===== config.mk =====
export PLATFORM = sky130hd
export DESIGN_NAME = rv_sequencer
export DESIGN_NICKNAME = d
export VERILOG_FILES = /design/src/rtl/rv_pkg.sv /design/src/rtl/rv_ctrl.sv /design/src/rtl/rv_datapath.sv /design/src/rtl/rv_sequencer.sv
export SDC_FILE = /design/constraint.sdc
export NUM_CORES = 1
export LEC_CHECK = 0
export BUFFER_PORTS_ARGS = -buffer_cell sky130_fd_sc_hd__buf_2
export CAP_MARGIN = 10
export CORE_ASPECT_RATIO = 0.6
export CORE_UTILIZATION = 48
export CTS_CLUSTER_SIZE = 12
export DETAILED_ROUTE_END_ITERATION = 10
export HOLD_SLACK_MARGIN = 0.02
export PLACE_DENSITY_LB_ADDON = 0.05
export SLEW_MARGIN = 20
export SYNTH_ARGS = -nofsm -noshare
export SYNTH_HDL_FRONTEND = slang
export SYNTH_SLANG_ARGS = --single-unit

===== constraint.sdc =====
create_clock -name clk -period 3.45 [get_ports clk]
set_input_delay 0.8625 -clock clk [delete_from_list [all_inputs] [get_ports clk]]
set_output_delay 0.8625 -clock clk [all_outputs]
set_load 0.03 [all_outputs]

===== src/rtl/rv_pkg.sv =====
package rv_pkg;
  typedef enum logic [2:0] {
    ST_IDLE,
    ST_HOLD,
    ST_REQ,
    ST_WAIT,
    ST_START
  } rvState_e;

  typedef struct packed {
    logic init;
    logic latchReset;
    logic latchExc;
    logic loadPc;
  } rvStrobe_t;

  typedef struct packed {
    logic [1:0] intMode;
    logic       ccrI;
    logic [2:0] exrI;
    logic       exrT;
  } rvStat_t;

  localparam rvStat_t STAT_RESET = '{intMode: 2'd0, ccrI: 1'b1, exrI: 3'b111, exrT: 1'b0};
endpackage


===== src/rtl/rv_ctrl.sv =====
module rv_ctrl
  import rv_pkg::*;
#(
  parameter int MIN_LOW = 20
) (
  input  logic      clk,
  input  logic      porN,
  input  logic      resPinN,
  input  logic      wdtOvf,
  input  logic      dstbyExit,
  input  logic      excReq,
  input  logic      memValid,
  output logic      excAck,
  output logic      busy,
  output logic      memReq,
  output logic      fetchStart,
  output rvStrobe_t strobe
);
  localparam int CNT_W = $clog2(MIN_LOW + 1);

  logic pinMeta, pinSync;
  logic [CNT_W-1:0] lowCnt;
  logic qualified, resetReq;
  rvState_e state, stateNext;

  always_ff @(posedge clk or negedge porN) begin
    if (!porN) begin
      pinMeta <= 1'b1;
      pinSync <= 1'b1;
    end else begin
      pinMeta <= resPinN;
      pinSync <= pinMeta;
    end
  end

  assign qualified = (lowCnt == CNT_W'(MIN_LOW));

  always_ff @(posedge clk or negedge porN) begin
    if (!porN)          lowCnt <= '0;
    else if (pinSync)   lowCnt <= '0;
    else if (!qualified) lowCnt <= lowCnt + 1'b1;
  end

  assign resetReq = qualified | wdtOvf | dstbyExit;

  always_comb begin
    stateNext = state;
    strobe    = '0;
    excAck    = 1'b0;
    strobe.init = (state == ST_HOLD);
    if (resetReq) begin
      stateNext = ST_HOLD;
    end else begin
      case (state)
        ST_IDLE: if (excReq) begin
          stateNext       = ST_REQ;
          strobe.latchExc = 1'b1;
          excAck          = 1'b1;
        end
        ST_HOLD: begin
          stateNext         = ST_REQ;
          strobe.latchReset = 1'b1;
        end
        ST_REQ:  stateNext = ST_WAIT;
        ST_WAIT: if (memValid) begin
          stateNext     = ST_START;
          strobe.loadPc = 1'b1;
        end
        ST_START: stateNext = ST_IDLE;
        default:  stateNext = ST_IDLE;
      endcase
    end
  end

  always_ff @(posedge clk or negedge porN) begin
    if (!porN) state <= ST_IDLE;
    else       state <= stateNext;
  end

  assign busy       = (state != ST_IDLE);
  assign memReq     = (state == ST_REQ);
  assign fetchStart = (state == ST_START);

  assert_req_pulse_R6: assert property (@(posedge clk) disable iff (!porN)
    memReq |=> !memReq);
  assert_reset_hold_R3: assert property (@(posedge clk) disable iff (!porN)
    resetReq |=> (busy && !memReq && !fetchStart));
  assert_ack_idle_R9: assert property (@(posedge clk) disable iff (!porN)
    excAck |=> (busy && memReq));
  assert_fetch_once_R7: assert property (@(posedge clk) disable iff (!porN)
    fetchStart |=> (!fetchStart && !busy));
  assert_short_low_R1: assert property (@(posedge clk) disable iff (!porN)
    ($rose(qualified)) |-> !pinSync);
endmodule


===== src/rtl/rv_datapath.sv =====
module rv_datapath
  import rv_pkg::*;
#(
  parameter int ADDR_W    = 32,
  parameter int OFF_W     = 10,
  parameter int RESET_VEC = 0
) (
  input  logic              clk,
  input  logic              porN,
  input  rvStrobe_t         strobe,
  input  logic [OFF_W-1:0]  excOffset,
  input  logic              excKind,
  input  logic              vbrWe,
  input  logic [ADDR_W-1:0] vbrWdata,
  input  logic              statWe,
  input  rvStat_t           statWdata,
  input  logic [31:0]       memRdata,
  output logic [ADDR_W-1:0] memAddr,
  output logic [31:0]       pc,
  output logic [ADDR_W-1:0] vbr,
  output rvStat_t           stat,
  output logic              alignErr
);
  localparam int PAD_W = ADDR_W - OFF_W;

  logic [OFF_W-1:0] curOff;
  logic             curRaw;
  logic [ADDR_W-1:0] offExt;

  always_ff @(posedge clk or negedge porN) begin
    if (!porN) begin
      vbr  <= '0;
      stat <= STAT_RESET;
    end else if (strobe.init) begin
      vbr  <= '0;
      stat <= STAT_RESET;
    end else begin
      if (vbrWe)  vbr  <= {vbrWdata[ADDR_W-1:2], 2'b00};
      if (statWe) stat <= statWdata;
    end
  end

  always_ff @(posedge clk or negedge porN) begin
    if (!porN) begin
      curOff   <= '0;
      curRaw   <= 1'b1;
      alignErr <= 1'b0;
    end else begin
      if (strobe.init) alignErr <= 1'b0;
      if (strobe.latchReset) begin
        curOff <= OFF_W'(RESET_VEC);
        curRaw <= 1'b1;
      end else if (strobe.latchExc) begin
        curOff   <= {excOffset[OFF_W-1:2], 2'b00};
        curRaw   <= excKind;
        alignErr <= |excOffset[1:0];
      end
    end
  end

  assign offExt  = {{PAD_W{1'b0}}, curOff};
  assign memAddr = curRaw ? offExt : (vbr + offExt);

  always_ff @(posedge clk or negedge porN) begin
    if (!porN)             pc <= '0;
    else if (strobe.loadPc) pc <= memRdata;
  end

  assert_init_values_R4: assert property (@(posedge clk) disable iff (!porN)
    strobe.init |=> (vbr == '0 && stat == STAT_RESET && !alignErr));
  assert_pc_load_R6: assert property (@(posedge clk) disable iff (!porN)
    strobe.loadPc |=> (pc == $past(memRdata)));
  assert_reset_raw_R5: assert property (@(posedge clk) disable iff (!porN)
    strobe.latchReset |=> (memAddr == ADDR_W'(RESET_VEC)));
  assert_vbr_aligned_R10: assert property (@(posedge clk) disable iff (!porN)
    vbrWe && !strobe.init |=> (vbr[1:0] == 2'b00));
endmodule


===== src/rtl/rv_sequencer.sv =====
module rv_sequencer
  import rv_pkg::*;
#(
  parameter int ADDR_W    = 32,
  parameter int OFF_W     = 10,
  parameter int MIN_LOW   = 20,
  parameter int RESET_VEC = 0
) (
  input  logic              clk,
  input  logic              porN,
  input  logic              resPinN,
  input  logic              wdtOvf,
  input  logic              dstbyExit,
  input  logic              excReq,
  input  logic [OFF_W-1:0]  excOffset,
  input  logic              excKind,
  output logic              excAck,
  input  logic              vbrWe,
  input  logic [ADDR_W-1:0] vbrWdata,
  input  logic              statWe,
  input  logic [6:0]        statWdata,
  output logic              memReq,
  output logic [ADDR_W-1:0] memAddr,
  input  logic [31:0]       memRdata,
  input  logic              memValid,
  output logic              busy,
  output logic [31:0]       pcOut,
  output logic              fetchStart,
  output logic [ADDR_W-1:0] vbrOut,
  output logic              exrT,
  output logic [2:0]        exrI,
  output logic              ccrI,
  output logic [1:0]        intMode,
  output logic              alignErr
);
  rvStrobe_t strobe;
  rvStat_t   statQ;

  rv_ctrl #(.MIN_LOW(MIN_LOW)) ctrl_i (
    .clk(clk), .porN(porN), .resPinN(resPinN), .wdtOvf(wdtOvf),
    .dstbyExit(dstbyExit), .excReq(excReq), .memValid(memValid),
    .excAck(excAck), .busy(busy), .memReq(memReq),
    .fetchStart(fetchStart), .strobe(strobe)
  );

  rv_datapath #(.ADDR_W(ADDR_W), .OFF_W(OFF_W), .RESET_VEC(RESET_VEC)) dp_i (
    .clk(clk), .porN(porN), .strobe(strobe), .excOffset(excOffset),
    .excKind(excKind), .vbrWe(vbrWe), .vbrWdata(vbrWdata),
    .statWe(statWe), .statWdata(rvStat_t'(statWdata)), .memRdata(memRdata),
    .memAddr(memAddr), .pc(pcOut), .vbr(vbrOut), .stat(statQ),
    .alignErr(alignErr)
  );

  assign exrT    = statQ.exrT;
  assign exrI    = statQ.exrI;
  assign ccrI    = statQ.ccrI;
  assign intMode = statQ.intMode;
endmodule


==> results of run 1 <==
[repair_timing]
item / CTS / global route
setup buffers: 1 / 8
endpoints found under the setup margin: 18 / 20
gates resized for setup: 7 / 27
pin swaps: 2 / 11
[per-stage QoR]
| stage | setup TNS (ps) | hold WS (ps) |
|---|---|---|
| finish | 0 | 371 |
| global route | -68.8 | 375 |
| CTS | 0 | 370 |
| detailed placement | 0 | 361 |
| global placement | 0 | 355 |
| floorplan | 0 | 345 |
[synthesized netlist by cell type, types with 6 or more instances]
cell type	instances	area [µm²]
dfrtp_1	82	2050
nor2_1	57	214
mux2i_1	37	370
nand2_1	36	135
mux2_2	34	383
a21oi_1	22	110
o21ai_0	13	65.1
nand3_1	12	60.1
xnor2_1	12	105
inv_1	11	41.3
clkbuf_1	10	37.5
ha_1	10	125
xor2_1	9	78.8
or4_1	8	60.1
dfstp_2	7	184
o31ai_1	6	45.0
[logic make-up (layout without fill, tap and decap cells)]
| logic type | Yosys count | count (layout) |
|---|---|---|
| buf+inv | 33 | 232 |
| other cells | 1 | 4 |
| xor+xnor | 21 | 21 |
| flops | 89 | 89 |
| mux | 71 | 71 |
| simple gates | 142 | 142 |
| fa+ha+maj | 11 | 11 |
| compound gates | 67 | 67 |
[worst max-delay path, cell delays in order (launching register included)]
cell and delay [ps]:
dfrtp_1 420, ha_4 190, fa_2 410, a211oi_4 310, o211ai_1 220, nand4_1 180, xor2_1 160, nor2_1 70
buf_4 210
[per-layer routing]
layer,GRT usage,up-vias
met5,0,-
met4,0.0776,2
met3,0.0814,20
met2,0.389,145
met1,0.328,1950
li1,-,1922
[flip-flops by register name, indices dropped and copies added, names as in the netlist]
signal          cells
ctrl_i.lowCnt       5
ctrl_i.pinMeta      1
ctrl_i.pinSync      1
ctrl_i.state        3
dp_i.alignErr       1
dp_i.curOff         8
dp_i.curRaw         1
dp_i.pc            32
dp_i.stat           7
dp_i.vbr           30
[how the worst min path moves through the flow]
stage | cells after the start | startpoint | end | slack [ps]
finish | 0 | ctrl_i.pinMeta | ctrl_i.pinSync | 370
global route | 0 | ctrl_i.pinMeta | ctrl_i.pinSync | 380
CTS | 0 | ctrl_i.pinMeta | ctrl_i.pinSync | 370
detailed placement | 0 | ctrl_i.pinMeta | ctrl_i.pinSync | 360
floorplan | 0 | ctrl_i.pinMeta | ctrl_i.pinSync | 350
global placement | 0 | ctrl_i.pinMeta | ctrl_i.pinSync | 350
[power by group through the flow]
stage / sequential, µW / combinational [µW] / clock, µW
2_1_floorplan: 1520 / 272 / 0
3_3_place_gp: 1290 / 747 / 0
3_5_place_dp: 1300 / 758 / 0
4_1_cts: 1290 / 764 / 1010
5_1_grt: 1310 / 834 / 1060
6_report: 1290 / 777 / 982
[layout make-up]
type / count / area [µm²] / area share
Clock buffer: 11 / 233 / 0.0376
Clock inverter: 5 / 63.8 / 0.0103
Inverter: 11 / 41.3 / 0.00667
Multi-Input combinational cell: 316 / 2360 / 0.381
Sequential cell: 89 / 2240 / 0.362
Tap cell: 130 / 163 / 0.0263
Timing Repair Buffer: 205 / 1090 / 0.176
==> results.yml, run 1 <==
cells_and_area:
  layoutNonFillerInstCount: 767
  n_fill_cell: 763
  final_common_cell: "buf_2"
  finalCoreUtilization: 0.671
  final_cell_area_mm2: 0.00619
  area_growth_pct: 35.0
  n_antenna_cell: 0
  drive_gt1_frac: 0.443
  fin_nets: 734
  layout_common_cells: "buf_2 (184), dfrtp_1 (81), nor2_1 (57)"
clock_network:
  clk_pin_slew_ps: 60
  htree_levels: 3
  clk_latency_ps: 340
  cts_tree: "yes"
  cts_made_buffers: 9
  clkSinkCount: 89
  holdBufCountCts: 0
  cts-root-buf: "clkbuf_16"
  clock_path_buffers: 2
drt:
  ant_nets: 0
  met2_length_um: 5480
  wl_um: 12000
  highest_layer: "met5"
  wl_met3_um: 922
  viasPerCell: 5.27
  drt_iter0_drc: 222
  drt-met1-wl_um: 5400
  route.detailed.drc: 0
  first_pass_iters: 4
  post_drt_wl_per_cell_um: 15.6
  vias: 4039
power_and_ir_drop:
  power.total_uw: 3050
  p_int_uw: 2030
  cellPowerDensity_mw_per_mm2: 493
  peakVddDrop_uv: 348
  p_switching_uw: 1010
  comb_power_share: 0.255
  power.share.clock: 0.322
  swShare: 0.333
  leakagePower_uw: 0.00312
  pwr-share-seq: 0.423
logic_synthesis:
  synth_top_flop_cell: "dfrtp_1"
  async_reset_ff_frac: 1.00
  synthesis.area_mm2: 0.00458
  ys_warn_count: 0
  synthSimpleGateAreaFrac: 0.148
  syn_avg_cell_area_um2: 10.5
  synthAdderAreaFrac: 0.0317
  ys_seq_elements: 89
  synth_seq_area_share: 0.488
  synth_edf_count: 0
  synth_mux_area_frac: 0.164
  yosys.area_share.xor_xnor: 0.0401
  synth_compound_area_frac: 0.0950
  synth_cell_types: 49
  synth_top_family_by_area: "multiplexers"
  syn_inst: 435
die:
  io_pins: 199
  die-area_mm2: 0.00996
  die_h_um: 77.7
  die_x_um: 128
  core_area_mm2: 0.00922
  initial_utilization: 0.497
  rows: 27
place:
  dp.cells: 742
  dp_hpwl_um: 8780
  placed_area_mm2: 0.00566
  gp_congestion: 0.830
  post-place-ws_ps: 223
  portBuffers: 192
setup_path:
  arrival_ps: 2510
  rr_worst_depth: 7
  start_kind: "flip-flop"
  worst-path-max-fanout: 4
  crit_type: "flip-flop to primary output"
  rr_startpoint: "ctrl_i.lowCnt[0]"
  rrSetupSlack_ps: 830
  cp.required_ps: 2590
  startpoint: "dp_i.vbr[2]"
  endpoint_kind: "primary output"
  r2r_end: "dp_i.pc[30]"
  endpoint: "memAddr[16]"
sta:
  max_freq_mhz: 296
  fin_crit_sh: 0.979
  setup_violations: 0
  hold_viol_final: 0
  finalCriticalPeriod_ps: 3380
  tightestPinTransition_ps: 931
  fin_ws_ps: 73.6
  final.setup_skew_ps: 3.55
  rsz0062_at_grt: "yes"
  drv_slew: 0
  slew-limit-headroom: 0.379
worst_hold_path:
  hp-class: "flip-flop to flip-flop"
global_route:
  grt_pass1_vias: 3926
  grt_max_degree: 57
  grtUsageTotal: 0.249
  antenna_found_initial: 1
  grt_pass1_wl_um: 19100
  overflow: 0
run_status:
  status: "complete, no violations"
run:
  cap_violations: 0
Note: power is estimated with default switching activity, not from simulation.
==> run 2, diff against run 1 <==
--- a/config.mk
+++ b/config.mk
@@ -13,6 +13,7 @@
 export DETAILED_ROUTE_END_ITERATION = 10
 export HOLD_SLACK_MARGIN = 0.02
 export PLACE_DENSITY_LB_ADDON = 0.05
+export RECOVER_POWER = 25
 export SLEW_MARGIN = 20
 export SYNTH_ARGS = -nofsm -noshare
 export SYNTH_HDL_FRONTEND = slang
==> run 2 against run 1 <==
Sequential cell count did not move. Total power barely moved. Core utilization fell by 0.20 points. Clock power barely moved. Clock-buffer cell count did not move. Via count fell by 0.27%. Register-to-register slack barely moved. First-iteration DRC count did not move. Global-route usage did not move. Setup slack barely moved. Critical path type unchanged.
==> results.yml, run 2 (synthesized netlist as in run 1, its figures left out) <==
power_and_ir_drop:
  power.total_uw: 3050
  comb_power_share: 0.254
  swShare: 0.333
  p_switching_uw: 1010
  cellPowerDensity_mw_per_mm2: 494
  power.share.clock: 0.322
  pwr-share-seq: 0.424
  leakagePower_uw: 0.00311
  peakVddDrop_uv: 348
  p_int_uw: 2030
setup_path:
  cpPeakStageDelay_ps: 420
  critical_path.cell_chain: "ha_4 > fa_2 > a211oi_4 > o211ai_1 > nand4_1 > xor2_1 > nor2_1 > buf_4"
  critPathBufInv: 1
  endpoint_kind: "primary output"
  cp.required_ps: 2590
  crit_type: "flip-flop to primary output"
  start_kind: "flip-flop"
  worst-path-max-fanout: 4
  arrival_ps: 2510
  cp_slowest_cell: "dfrtp_1"
  crit_family: "adder cells"
clock_network:
  htree_levels: 3
  cts_tree: "yes"
  clock_path_buffers: 2
  cts_made_buffers: 9
  cts-root-buf: "clkbuf_16"
  clkSinkCount: 89
  clk_latency_ps: 340
  clk_pin_slew_ps: 60
die:
  rows: 27
  io_pins: 199
  die_h_um: 77.7
  core_area_mm2: 0.00922
  initial_utilization: 0.497
  die_x_um: 128
  die-area_mm2: 0.00996
drt:
  ant_nets: 0
  wl_um: 12000
  drt_iter0_drc: 222
  first_pass_iters: 4
  post_drt_wl_per_cell_um: 15.7
  vias: 4028
  viasPerCell: 5.25
  route.detailed.drc: 0
sta:
  fin_crit_sh: 0.979
  setup-tns-final_ps: 0
  drv_slew: 0
  rsz0062_at_grt: "yes"
  tightestPinTransition_ps: 1420
  hold_ws_ps: 371
  final.setup_skew_ps: 3.54
  setup_violations: 0
  max_freq_mhz: 296
  hold_viol_final: 0
  finalCriticalPeriod_ps: 3380
  slew-limit-headroom: 0.0504
place:
  dp.cells: 742
  placed_area_mm2: 0.00566
  dp_hpwl_um: 8780
  gp_congestion: 0.830
  portBuffers: 192
global_route:
  antenna_found_initial: 1
  grt_pass1_vias: 3926
  grt_max_degree: 57
  grtUsageTotal: 0.249
  grt_pass1_wl_um: 19100
  overflow: 0
cells_and_area:
  drive_gt1_frac: 0.441
  area_growth_pct: 34.6
  layoutNonFillerInstCount: 767
  n_antenna_cell: 0
  final_common_cell: "buf_2"
  fin_nets: 734
  largest_register_ffs: 32
  largest_register: "dp_i.pc"
  layout_common_cells: "buf_2 (183), dfrtp_1 (81), nor2_1 (57)"
  reg_top3: "dp_i.pc x32, dp_i.vbr x30, dp_i.curOff x8"
  final_cell_area_mm2: 0.00617
run:
  cap_violations: 0
run_status:
  status: "complete, no violations"
worst_hold_path:
  hp-class: "flip-flop to flip-flop"
[run 2: through the flow]
step | setup slack (ps) | util
2_1_floorplan | 88.6 | -
3_3_place_gp | 244 | 0.613
3_5_place_dp | 223 | 0.613
4_1_cts | 15.5 | 0.651
5_1_grt | -48.6 | 0.669
6_report | 73.6 | 0.669
[run 2: worst reg2reg max path, delay by kind of cell (launching register included)]
kind	cells	cell delay (ps)
DFF	1	410
and+or+nand+nor	3	1090
muxes	1	550
buffers and inverters	2	230
adders and majority gates	1	220
[run 2: area by class of cell]
type	instances	area [µm²]
tap	130	163
timing repair buffer	205	1070
sequential	89	2240
inverter	11	41.3
fill	766	3050
multi-input combinational	316	2360
clock inverter	5	63.8
clock buffer	11	233
[run 2: metal layers]
metal / up-vias / GRT usage / share of wire
met3: 20 / 0.0814 / 0.076
met2: 143 / 0.389 / 0.46
met4: 2 / 0.0776 / 0.015
li1: 1922 / - / -
met1: 1941 / 0.328 / 0.45
met5: - / 0 / 0.00075
[run 2: worst paths after layout]
kind	slack [ps]	cells past startpoint	start	endpoint
setup / recovery	70	8	dp_i.vbr[2]	memAddr[16]
hold / removal	370	0	ctrl_i.pinMeta	ctrl_i.pinSync
setup reg to reg	830	7	ctrl_i.lowCnt[0]	dp_i.pc[30]
hold reg to reg	370	0	ctrl_i.pinMeta	ctrl_i.pinSync
max in group asynchronous	1000	2	porN	dp_i.vbr[17]
min in group asynchronous	860	1	porN	dp_i.curOff[3]
[run 2: timing repair]
| item | in CTS | in global routing |
|---|---|---|
| pin swaps | 2 | 11 |
| endpoints found under the setup margin | 18 | 20 |
| hold buffers | 0 | 0 |
| buffers inserted | 1 | 8 |
| hold endpoints to repair | 0 | 0 |
| gates resized for setup | 7 | 27 |
[run 2: power groups by stage]
stage	logic [µW]	registers, µW	clock network [µW]
floorplan	272	1520	0
global placement	747	1290	0
detailed placement	758	1300	0
CTS	764	1290	1010
global route	831	1310	1060
finish	774	1290	982
==> run 3, diff against run 2 <==
--- a/config.mk
+++ b/config.mk
@@ -7,13 +7,14 @@
 export LEC_CHECK = 0
 export BUFFER_PORTS_ARGS = -buffer_cell sky130_fd_sc_hd__buf_2
 export CAP_MARGIN = 10
-export CORE_ASPECT_RATIO = 0.6
+export CORE_ASPECT_RATIO = 0.7
 export CORE_UTILIZATION = 48
 export CTS_CLUSTER_SIZE = 12
 export DETAILED_ROUTE_END_ITERATION = 10
 export HOLD_SLACK_MARGIN = 0.02
 export PLACE_DENSITY_LB_ADDON = 0.05
 export RECOVER_POWER = 25
+export SETUP_SLACK_MARGIN = 0.3
 export SLEW_MARGIN = 20
 export SYNTH_ARGS = -nofsm -noshare
 export SYNTH_HDL_FRONTEND = slang
==> run 3 against run 2 <==
The flow now finishes with violations (capacitance limit, slew limit). Highest routed layer unchanged. Final cell count up 2.9%. Clock-buffer cell count stayed put. Combinational power increased by 7.4%. Die area is essentially flat. Critical endpoint is now memAddr[10].
==> results.yml, run 3 (synthesized netlist as in run 1, its figures left out) <==
global_route:
  grtUsageTotal: 0.254
  overflow: 0
  antenna_found_initial: 1
  grt_max_degree: 90
  grt_pass1_vias: 4068
  grt_pass1_wl_um: 20000
sta:
  finalCriticalPeriod_ps: 3360
  rsz0062_at_grt: "yes"
  max_freq_mhz: 298
  fin_crit_sh: 0.974
  tightestPinTransition_ps: 2180
  setup-tns-final_ps: 0
  hold_viol_final: 0
  final.setup_skew_ps: 7.44
  slew-limit-headroom: -0.452
  setup_violations: 0
  drv_slew: 90
clock_network:
  htree_levels: 3
  clock_path_buffers: 2
  cts_tree: "yes"
  clk_latency_ps: 340
  cts_made_buffers: 9
  clk_pin_slew_ps: 60
  clkSinkCount: 89
  cts-root-buf: "clkbuf_16"
place:
  dp_hpwl_um: 8340
  portBuffers: 192
  gp_congestion: 0.783
cells_and_area:
  largest_register: "dp_i.pc"
  n_fill_cell: 698
  finalCoreUtilization: 0.722
  reg_top3: "dp_i.pc x32, dp_i.vbr x30, dp_i.curOff x8"
  largest_register_ffs: 32
  n_antenna_cell: 0
  final_common_cell: "buf_2"
  fin_nets: 762
  area_growth_pct: 44.6
  drive_gt1_frac: 0.522
  layout_common_cells: "buf_2 (167), dfrtp_1 (75), nor2_1 (49)"
setup_path:
  cp.required_ps: 2590
  arrival_ps: 2500
  crit_type: "flip-flop to primary output"
  start_kind: "flip-flop"
  worst-path-max-fanout: 3
  endpoint_kind: "primary output"
die:
  io_pins: 199
  die-area_mm2: 0.00995
  die_x_um: 119
  initial_utilization: 0.499
  rows: 29
  core_area_mm2: 0.00918
  die_h_um: 83.8
run_status:
  status: "finished with violations"
  violations: "capacitance limit, slew limit"
power_and_ir_drop:
  power.total_uw: 3020
  cellPowerDensity_mw_per_mm2: 456
  peakVddDrop_uv: 426
  leakagePower_uw: 0.00327
drt:
  first_pass_iters: 4
  vias: 4208
  wl_um: 12600
  ant_nets: 0
  post_drt_wl_per_cell_um: 16.0
  viasPerCell: 5.33
  route.detailed.drc: 0
  drt_iter0_drc: 218
worst_hold_path:
  hp-class: "flip-flop to flip-flop"
run:
  cap_violations: 1
==> run 3: cell types whose count changed in the layout (fill, tap and decap cells not counted), moves of 4 or more <==
cell | previous run | this run
nor2_1 | 57 | 49
nor2_2 | 0 | 8
o21ai_0 | 13 | 9
buf_2 | 183 | 167
a21oi_1 | 21 | 12
buf_6 | 0 | 19
dfrtp_1 | 81 | 75
dfrtp_2 | 1 | 7
buf_4 | 19 | 45
a21oi_2 | 1 | 10
==> run 3: per-stage QoR <==
step / setup WS, ps / instance area (µm²) / cells / hold WS, ps
after floorplan: 241 / 4650 / 438 / 345
after global placement: 226 / 5730 / 739 / 347
after detailed placement: 216 / 5730 / 739 / 350
after CTS: 200 / 6460 / 781 / 359
after global routing: 19.0 / 6630 / 789 / 364
final: 90.0 / 6630 / 789 / 357
==> run 3: layout make-up <==
cell class                 count  area, µm²  area share
timing repair buffer         233       1400       0.211
clock buffer                  11        233      0.0351
sequential                    89       2240       0.339
inverter                      11       41.3     0.00623
clock inverter                 5       41.3     0.00623
multi-input combinational    316       2510       0.379
tap                          124        155      0.0234
==> run 3: critical path: stages (launching register included) <==
cell and delay [ps]:
dfrtp_1 420, ha_4 180, fa_2 370, a211oi_4 370
o21a_1 200, o21ai_0 170, xnor2_1 220, nor2_2 40
buf_4 180
==> run 3: path summary, 6_finish.rpt <==
| check | start | to | slack [ps] | cells past startpoint |
|---|---|---|---|---|
| worst min register to register | ctrl_i.pinMeta | ctrl_i.pinSync | 360 | 0 |
| worst max register to register | ctrl_i.lowCnt[0] | dp_i.pc[4] | 830 | 7 |
| max in group asynchronous | porN | dp_i.vbr[23] | 750 | 2 |
| worst min-delay path | ctrl_i.pinMeta | ctrl_i.pinSync | 360 | 0 |
| min in group asynchronous | porN | dp_i.pc[9] | 1250 | 2 |
| worst max-delay path | dp_i.curOff[2] | memAddr[10] | 90 | 8 |
==> run 3: power breakdown <==
group          internal, µW  switching [µW]  leakage, µW
sequential             1180             105      0.00114
clock                   495             409     0.000127
combinational           311             520      0.00200
==> run 3: routing by layer <==
layer	up-vias	part of all wire	track usage
met5	-	0.00087	0
met4	2	0.017	0.0587
met3	26	0.074	0.0840
met2	174	0.48	0.419
met1	2029	0.43	0.323
li1	1977	-	-
==> run 3: repair_timing <==
action	CTS	global route
pin swaps	32	19
resized for setup	56	42
setup buffers	26	8
hold buffers	0	0
cloned	0	0
endpoints found under the setup margin	25	26
